--- config.mk ---
export PLATFORM = sky130hd
export DESIGN_NAME = spdif_rate_classifier
export DESIGN_NICKNAME = d
export VERILOG_FILES = /design/src/rtl/spdif_rate_pkg.sv /design/src/rtl/spdif_rate_cfg.sv /design/src/rtl/spdif_window_timer.sv /design/src/rtl/spdif_edge_meter.sv /design/src/rtl/spdif_mode_ladder.sv /design/src/rtl/spdif_rate_classifier.sv
export SDC_FILE = /design/constraint.sdc
export NUM_CORES = 1
export LEC_CHECK = 0
export ABC_AREA = 1
export BUFFER_PORTS_ARGS = -buffer_cell sky130_fd_sc_hd__buf_4
export CAP_MARGIN = 20
export CORE_MARGIN = 2
export CORE_UTILIZATION = 40
export DETAILED_ROUTE_END_ITERATION = 10
export HOLD_SLACK_MARGIN = 0.08
export SETUP_SLACK_MARGIN = 0.15
export SKIP_LAST_GASP = 1
export SYNTH_ARGS = -nofsm -noshare
export SYNTH_HDL_FRONTEND = slang
export SYNTH_SLANG_ARGS = --single-unit
--- constraint.sdc ---
create_clock -name clk_i -period 9.6 [get_ports clk_i]
set_clock_uncertainty 0.2 [all_clocks]
set_input_delay 0 -clock clk_i [delete_from_list [all_inputs] [get_ports clk_i]]
set_output_delay 0 -clock clk_i [all_outputs]
set_load 0.1 [all_outputs]
--- src/rtl/spdif_rate_pkg.sv ---
package spdif_rate_pkg;
  localparam int NUM_MODES   = 7;
  localparam int MODE_W      = 3;
  localparam int WIDTH_W     = 10;
  localparam int TIMER_W     = 8;
  localparam int WIN_W       = 20;
  localparam int IRQ_W       = 8;
  localparam int IRQ_MODE_BIT = 2;
  localparam int ADDR_W      = 3;
  localparam int DATA_W      = 32;
  localparam int THR_PER_REG = 3;
  localparam int TIM_PER_REG = 4;
  localparam int A_CTRL      = 0;
  localparam int A_WIN       = 1;
  localparam int A_THR       = 2;
  localparam int A_TIM       = 4;
  localparam int A_CLR       = 6;
  localparam logic [MODE_W-1:0] MODE_NONE = 3'd7;

  typedef struct packed {
    logic in_run;
    logic out_run;
    logic min_sel;
    logic enable;
  } ctrl_t;
endpackage

--- src/rtl/spdif_rate_cfg.sv ---
module spdif_rate_cfg
  import spdif_rate_pkg::*;
#(
  parameter int NM = NUM_MODES,
  parameter int TW = WIDTH_W,
  parameter int KW = TIMER_W,
  parameter int WW = WIN_W,
  parameter int IW = IRQ_W,
  parameter int AW = ADDR_W,
  parameter int DW = DATA_W
) (
  input  logic                   clk_i,
  input  logic                   rst_ni,
  input  logic                   we_i,
  input  logic [AW-1:0]          addr_i,
  input  logic [DW-1:0]          wdata_i,
  output ctrl_t                  ctrl_o,
  output logic [WW-1:0]          window_o,
  output logic [IW-1:0]          irq_mask_o,
  output logic [NM-2:0][TW-1:0]  thr_o,
  output logic [NM-1:0][KW-1:0]  timer_o,
  output logic [IW-1:0]          irq_clr_o
);
  ctrl_t         ctrl_q;
  logic [WW-1:0] win_q;
  logic [IW-1:0] mask_q;

  always_ff @(posedge clk_i or negedge rst_ni) begin
    if (!rst_ni) begin
      ctrl_q <= '0;
      win_q  <= '0;
      mask_q <= '0;
    end else if (we_i) begin
      if (addr_i == AW'(A_CTRL)) ctrl_q <= ctrl_t'(wdata_i[3:0]);
      if (addr_i == AW'(A_WIN)) begin
        win_q  <= wdata_i[WW-1:0];
        mask_q <= wdata_i[WW +: IW];
      end
    end
  end

  for (genvar m = 0; m < NM - 1; m++) begin : g_thr
    localparam int Reg = A_THR + m / THR_PER_REG;
    localparam int Lsb = TW * (THR_PER_REG - 1 - (m % THR_PER_REG));
    logic [TW-1:0] q;
    always_ff @(posedge clk_i or negedge rst_ni) begin
      if (!rst_ni) q <= '0;
      else if (we_i && addr_i == AW'(Reg)) q <= wdata_i[Lsb +: TW];
    end
    assign thr_o[m] = q;
  end

  for (genvar m = 0; m < NM; m++) begin : g_tim
    localparam int Reg = A_TIM + m / TIM_PER_REG;
    localparam int Lsb = KW * (TIM_PER_REG - 1 - (m % TIM_PER_REG));
    logic [KW-1:0] q;
    always_ff @(posedge clk_i or negedge rst_ni) begin
      if (!rst_ni) q <= '0;
      else if (we_i && addr_i == AW'(Reg)) q <= wdata_i[Lsb +: KW];
    end
    assign timer_o[m] = q;
  end

  assign ctrl_o     = ctrl_q;
  assign window_o   = win_q;
  assign irq_mask_o = mask_q;
  assign irq_clr_o  = (we_i && addr_i == AW'(A_CLR)) ? wdata_i[IW-1:0] : '0;

  logic unused_wdata;
  assign unused_wdata = ^wdata_i;
endmodule

--- src/rtl/spdif_window_timer.sv ---
module spdif_window_timer
  import spdif_rate_pkg::*;
#(
  parameter int WW = WIN_W
) (
  input  logic          clk_i,
  input  logic          rst_ni,
  input  logic          run_i,
  input  logic [WW-1:0] window_i,
  output logic          tick_o
);
  logic [WW-1:0] cnt_q;
  logic          last;

  // window of 0 or 1 closes every cycle
  assign last   = ({1'b0, cnt_q} + 1'b1) >= {1'b0, window_i};
  assign tick_o = run_i && last;

  always_ff @(posedge clk_i or negedge rst_ni) begin
    if (!rst_ni)       cnt_q <= '0;
    else if (!run_i)   cnt_q <= '0;
    else if (last)     cnt_q <= '0;
    else               cnt_q <= cnt_q + 1'b1;
  end
endmodule

--- src/rtl/spdif_edge_meter.sv ---
module spdif_edge_meter
  import spdif_rate_pkg::*;
#(
  parameter int TW = WIDTH_W
) (
  input  logic          clk_i,
  input  logic          rst_ni,
  input  logic          clr_i,
  input  logic          spdif_i,
  input  logic          tick_i,
  output logic          valid_o,
  output logic [TW-1:0] min_o,
  output logic [TW-1:0] max_o
);
  localparam logic [TW-1:0] WMAX = '1;

  logic [2:0]    sync_q;
  logic          edge_det;
  logic          have_prev_q;
  logic [TW-1:0] run_q;
  logic [TW-1:0] min_q, max_q;
  logic          valid_q;
  logic          iv_hit;

  always_ff @(posedge clk_i or negedge rst_ni) begin
    if (!rst_ni) sync_q <= '0;
    else         sync_q <= {sync_q[1:0], spdif_i};
  end

  assign edge_det = sync_q[1] ^ sync_q[2];
  assign iv_hit   = edge_det && have_prev_q;

  always_comb begin
    min_o   = (iv_hit && run_q < min_q) ? run_q : min_q;
    max_o   = (iv_hit && run_q > max_q) ? run_q : max_q;
    valid_o = valid_q | iv_hit;
  end

  always_ff @(posedge clk_i or negedge rst_ni) begin
    if (!rst_ni) begin
      have_prev_q <= 1'b0;
      run_q       <= '0;
      min_q       <= WMAX;
      max_q       <= '0;
      valid_q     <= 1'b0;
    end else if (clr_i) begin
      have_prev_q <= 1'b0;
      run_q       <= '0;
      min_q       <= WMAX;
      max_q       <= '0;
      valid_q     <= 1'b0;
    end else begin
      if (edge_det)          run_q <= TW'(1);
      else if (run_q != WMAX) run_q <= run_q + 1'b1;
      if (edge_det) have_prev_q <= 1'b1;
      if (tick_i) begin
        min_q   <= WMAX;
        max_q   <= '0;
        valid_q <= 1'b0;
      end else begin
        min_q   <= min_o;
        max_q   <= max_o;
        valid_q <= valid_o;
      end
    end
  end


  sat_hold_chk: assert property (@(posedge clk_i) disable iff (!rst_ni)
    (run_q == WMAX && !edge_det && !clr_i) |=> run_q == WMAX);

  min_le_max_chk: assert property (@(posedge clk_i) disable iff (!rst_ni)
    (tick_i && valid_o) |-> min_o <= max_o);
endmodule

--- src/rtl/spdif_mode_ladder.sv ---
module spdif_mode_ladder
  import spdif_rate_pkg::*;
#(
  parameter int NM = NUM_MODES,
  parameter int TW = WIDTH_W,
  parameter int MW = MODE_W
) (
  input  logic                  min_sel_i,
  input  logic                  valid_i,
  input  logic [TW-1:0]         min_i,
  input  logic [TW-1:0]         max_i,
  input  logic [NM-2:0][TW-1:0] thr_i,
  output logic [MW-1:0]         mode_o
);
  logic [TW:0] metric;

  assign metric = min_sel_i ? {min_i, 1'b0} : {1'b0, max_i};

  always_comb begin
    mode_o = MW'(NM - 1);
    for (int i = NM - 2; i >= 0; i--) begin
      if (metric >= {1'b0, thr_i[i]}) mode_o = MW'(i);
    end
    if (!valid_i) mode_o = MODE_NONE;
  end
endmodule

--- src/rtl/spdif_rate_classifier.sv ---
module spdif_rate_classifier
  import spdif_rate_pkg::*;
#(
  parameter int NM = NUM_MODES,
  parameter int TW = WIDTH_W,
  parameter int KW = TIMER_W,
  parameter int WW = WIN_W,
  parameter int IW = IRQ_W,
  parameter int MW = MODE_W
) (
  input  logic          clk_i,
  input  logic          rst_ni,
  input  logic          cfg_we_i,
  input  logic [2:0]    cfg_addr_i,
  input  logic [31:0]   cfg_wdata_i,
  input  logic          spdif_i,
  output logic [2:0]    mode_o,
  output logic [9:0]    width_o,
  output logic [7:0]    cell_ticks_o,
  output logic [7:0]    irq_stat_o,
  output logic          irq_o,
  output logic          eval_o
);
  ctrl_t                 ctrl;
  logic [WW-1:0]         window;
  logic [IW-1:0]         irq_mask, irq_clr, irq_set;
  logic [NM-2:0][TW-1:0] thr;
  logic [NM-1:0][KW-1:0] timer;
  logic                  meas_run, tick, valid;
  logic [TW-1:0]         min_w, max_w;
  logic [MW-1:0]         new_mode, mode_q;
  logic [TW-1:0]         width_q;
  logic [IW-1:0]         irq_q;
  logic                  eval_q;

  spdif_rate_cfg #(.NM(NM), .TW(TW), .KW(KW), .WW(WW), .IW(IW)) u_cfg (
    .clk_i, .rst_ni, .we_i(cfg_we_i), .addr_i(cfg_addr_i), .wdata_i(cfg_wdata_i),
    .ctrl_o(ctrl), .window_o(window), .irq_mask_o(irq_mask), .thr_o(thr),
    .timer_o(timer), .irq_clr_o(irq_clr)
  );

  // input side runs only after output side is out of reset
  assign meas_run = ctrl.enable && ctrl.out_run && ctrl.in_run;

  spdif_window_timer #(.WW(WW)) u_win (
    .clk_i, .rst_ni, .run_i(meas_run), .window_i(window), .tick_o(tick)
  );

  spdif_edge_meter #(.TW(TW)) u_meter (
    .clk_i, .rst_ni, .clr_i(!meas_run), .spdif_i, .tick_i(tick),
    .valid_o(valid), .min_o(min_w), .max_o(max_w)
  );

  spdif_mode_ladder #(.NM(NM), .TW(TW), .MW(MW)) u_ladder (
    .min_sel_i(ctrl.min_sel), .valid_i(valid), .min_i(min_w), .max_i(max_w),
    .thr_i(thr), .mode_o(new_mode)
  );

  assign irq_set = (tick && mode_q != MODE_NONE && new_mode != MODE_NONE && new_mode != mode_q)
                   ? (IW'(1) << IRQ_MODE_BIT) : '0;

  always_ff @(posedge clk_i or negedge rst_ni) begin
    if (!rst_ni) begin
      mode_q  <= MODE_NONE;
      width_q <= '0;
      irq_q   <= '0;
      eval_q  <= 1'b0;
    end else if (!ctrl.out_run) begin
      mode_q  <= MODE_NONE;
      width_q <= '0;
      irq_q   <= '0;
      eval_q  <= 1'b0;
    end else begin
      eval_q <= tick;
      if (tick) begin
        mode_q  <= new_mode;
        width_q <= valid ? max_w : '0;
      end
      irq_q <= (irq_q & ~irq_clr) | irq_set;
    end
  end

  assign mode_o       = mode_q;
  assign width_o      = width_q;
  assign cell_ticks_o = (mode_q == MODE_NONE) ? '0 : timer[mode_q];
  assign irq_stat_o   = irq_q;
  assign irq_o        = |(irq_q & irq_mask);
  assign eval_o       = eval_q;


  no_eval_idle_chk: assert property (@(posedge clk_i) disable iff (!rst_ni)
    !meas_run |=> !eval_o);

  none_zero_width_chk: assert property (@(posedge clk_i) disable iff (!rst_ni)
    mode_o == MODE_NONE |-> width_o == '0);

  irq_on_change_chk: assert property (@(posedge clk_i) disable iff (!rst_ni)
    $rose(irq_stat_o[IRQ_MODE_BIT]) |-> (eval_o && $past(mode_o) != MODE_NONE
                                         && $past(mode_o) != mode_o));

  irq_needs_stat_chk: assert property (@(posedge clk_i) disable iff (!rst_ni)
    irq_o |-> |irq_stat_o);
endmodule

==> results.yml <==
status:
  status: "finished clean"
clock_network:
  htreeDepth: 1
  root_buffer: "clkbuf_16"
  insertion_delay_ps: 540
  cts.clk_slew.worst_paths_ps: 60
  cts_tree: "built"
  cts_resized: 0
  cts_sinks: 225
  clockBufferDepth: 3
  numCtsBuffers: 26
sta:
  period_needed_ps: 5280
  finalMaxSlewViolations: 0
  fmax_ghz: 0.189
  hold_viol_final: 0
  tightestPinTransition_ps: 1150
  finalSetupTns_ps: 0
  fin_crit_sh_pct: 55.0
  rsz0062_at_grt: "no"
  fin_ws_ps: 4320
  setup_violations: 0
  relSlewSlack_pct: 22.7
worst_setup_path:
  cp-end-kind: "flop"
  timing.rr.end: "irq_stat_o[2]"
  start_kind: "flop"
  reg2reg_depth: 27
  worstPathArrival_ps: 5540
  r2r_start: "u_meter.run_q[9]"
  required_ps: 9870
  path_max_fanout: 20
  rrSetupSlack_ps: 4320
  crit_type: "flop to flop"
floorplan:
  die-area_sq_mm: 0.0317
  rows: 63
  die_w_um: 178
  start_util_pct: 40.7
  ios: 70
  coreArea_sq_mm: 0.0297
  die_height_um: 178
drt:
  wl_per_cell_um: 16.3
  drt-total-wl_mm: 32.8
  antenna_left: 0
  first_pass_iters: 5
  drc: 0
  routed_via_density: 5.02
  first_iter_violations: 626
  vias: 10100
run:
  cap_violations: 0
synthesis:
  seq_area_frac_synth_pct: 46.6
  synth_top_family_by_area: "simple AND/OR/NAND/NOR gates"
  syn_avg_cell_area_sq_um: 8.09
  yosys_warnings: 0
  synth.distinct_cells: 39
  synth_area_sq_mm: 0.0121
  synth_compound_area_share_pct: 13.4
  synth_seq_cells: 225
  yosys.area_share.simple_pct: 19.6
  synth_xor_area_share_pct: 1.01
  syn_inst: 1497
  synthMuxAreaShare_pct: 0
  syn_nets: 1637
  yosys.area_share.adder_pct: 10.4
finish:
  synthToLayoutAreaGrowth_pct: 19.7
  seqCellArea_sq_mm: 0.00565
  drive_gt1_share_pct: 10.4
  multi_input_area_sq_mm: 0.00539
  nets: 1741
  nFillCells: 2832
  antenna_cells: 0
power:
  vdd_drop_max_mv: 0.224
  leakagePower_nw: 7.54
  power_density_mw_per_mm2: 196
global_routing:
  grt_first_pass_wirelength_mm: 52.3
  grt_overflow_total: 0
  grt_pass1_vias: 9666
  grtUsageTotal_pct: 21.3
  grt_max_degree: 77
  antenna_found_initial: 0
placed_design:
  globalplace.congestion: 0.862
  io_buffers: 69
  hpwlAfterDp_mm: 22.2
  pre_cts_slack_ps: 4360
min_path:
  holdPathStages: 4
  min_from: "cfg_wdata_i[30]"
  hold_path_end: "u_cfg.g_tim[0].q[6]"
  min_path_type: "input pin to flop"
cell usage after synthesis, drive strengths merged:
master	number	area, sq um
nand3	41	230
nand4	18	125
o22ai	6	37.5
o21ai	239	1200
or2	10	62.6
a211oi	3	22.5
inv	232	871
and3	1	6.26
o2111ai	2	17.5
nor2	117	472
a21oi	41	209
clkbuf	45	169
nand2	354	1340
buf	6	35.0
dfrtp	212	5310
nor3	16	95.1
o211ai	7	52.6
a31oi	4	25.0
clkinv	2	7.51
a21o	5	37.5
ha	101	1260
nand3b	3	22.5
nor4	2	12.5
a221oi	2	17.5
dfstp	13	342
o21bai	1	7.51
xor2	14	123
flip-flops by register name, indices dropped and copies added, names as in the netlist, 3 cells and up:
signal,flops
irq_stat_o,8
mode_o,3
u_cfg.ctrl_o,4
u_cfg.g_thr.q,60
u_cfg.g_tim.q,56
u_cfg.irq_mask_o,8
u_cfg.window_o,20
u_meter.max_q,10
u_meter.min_q,10
u_meter.run_q,10
u_meter.sync_q,3
u_win.cnt_q,20
width_o,10
logic make-up (layout without fill, tap and decap cells):
logic type	Yosys count	count (layout)
compound gates	310	310
fa+ha+maj	101	101
buf+inv	285	409
flops	225	225
simple gates	562	562
xor+xnor	14	14
layout by cell type, fill, tap and decap left out, types with 3 or more instances in the layout:
cell           count
clkinvlp_4         3
nand3_1           37
clkbuf_8           4
o22ai_1            6
inv_2              5
dlygate4sd3_1     46
o21ai_0          238
xor2_1            14
nor2_1           108
clkinv_2           6
a211oi_1           3
a21oi_1           40
a31oi_1            4
a21o_1             5
dfstp_2           13
dfrtp_1          212
buf_4             74
nor2_2             7
clkbuf_16         27
bufinv_16          5
o211ai_1           7
nand2_1          350
nand4_1           16
nand2_2            3
inv_1            227
nor3_2             3
ha_1             101
or2_1             10
nor3_1            13
nand3b_1           3
per-layer routing:
layer / track usage, % / up-vias / share of wire, %
met3: 3.02 / 51 / 4.8
met2: 34.6 / 227 / 47
li1: - / 5018 / -
met4: 6.76 / 0 / 2.8
met5: 0 / - / 0
met1: 29.3 / 4799 / 46
cell type report:
class                      count  area share (%)
clock buffer                  32            5.07
clock inverter                16            1.52
inverter                     234            6.06
multi-input combinational    987            37.2
sequential                   225            39.0
tap                          390            3.37
timing repair buffer         127            7.84
stage by stage:
stage	hold WS, ps	std cells	power (W)	area (sq um)	util, %
final	116	2011	0.00285	14500	48.8
after global placement	-174	1911	0.00173	13000	43.7
after floorplan	-496	1497	0.00156	12100	-
after CTS	105	2007	0.00286	14400	48.6
after global routing	145	2011	0.00301	14500	48.8
after detailed placement	-185	1911	0.00174	13000	43.7
critical path: stages, from the launching register on:
cell and delay (ps):
dfrtp_1 420, ha_1 330, nand4_1 130, nor3_1 200, o21ai_0 130, o2111ai_1 80, nand4_1 540, nand2_1 190
o21ai_0 240, o21ai_0 920, ha_1 400, a21oi_1 190, o21ai_0 130, nand2_1 70, nand2_1 50, nand2_1 50
nand3_1 70, nand3_1 70, nand3_1 100, nor2_2 130, nand2_1 70, nand2_1 80, nand2_1 60, nand2_1 80
nor2_1 40, nand2_1 50, nand2_1 60, a21oi_2 110
report_power, final:
part	internal [W]	switching [W]
sequential	0.00107	0.0000797
clock	0.000678	0.000416
combinational	0.000225	0.000379
worst max-delay path by stage:
stage                           startpoint       endpoint  slack, ps
final                     u_meter.run_q[9]  irq_stat_o[2]       4320
after global routing      u_meter.run_q[9]  irq_stat_o[2]       3830
after CTS                 u_meter.run_q[9]  irq_stat_o[2]       4320
after detailed placement  u_meter.run_q[9]  irq_stat_o[2]       4360
after global placement    u_meter.run_q[9]  irq_stat_o[2]       4430
after floorplan           u_meter.run_q[9]  irq_stat_o[2]       5690
repair_timing:
action / CTS / global route
hold buffers: 48 / 0
endpoints found under the hold margin: 234 / 0
setup buffers: 0 / 0
No activity file was read; power rests on OpenSTA's default activity.
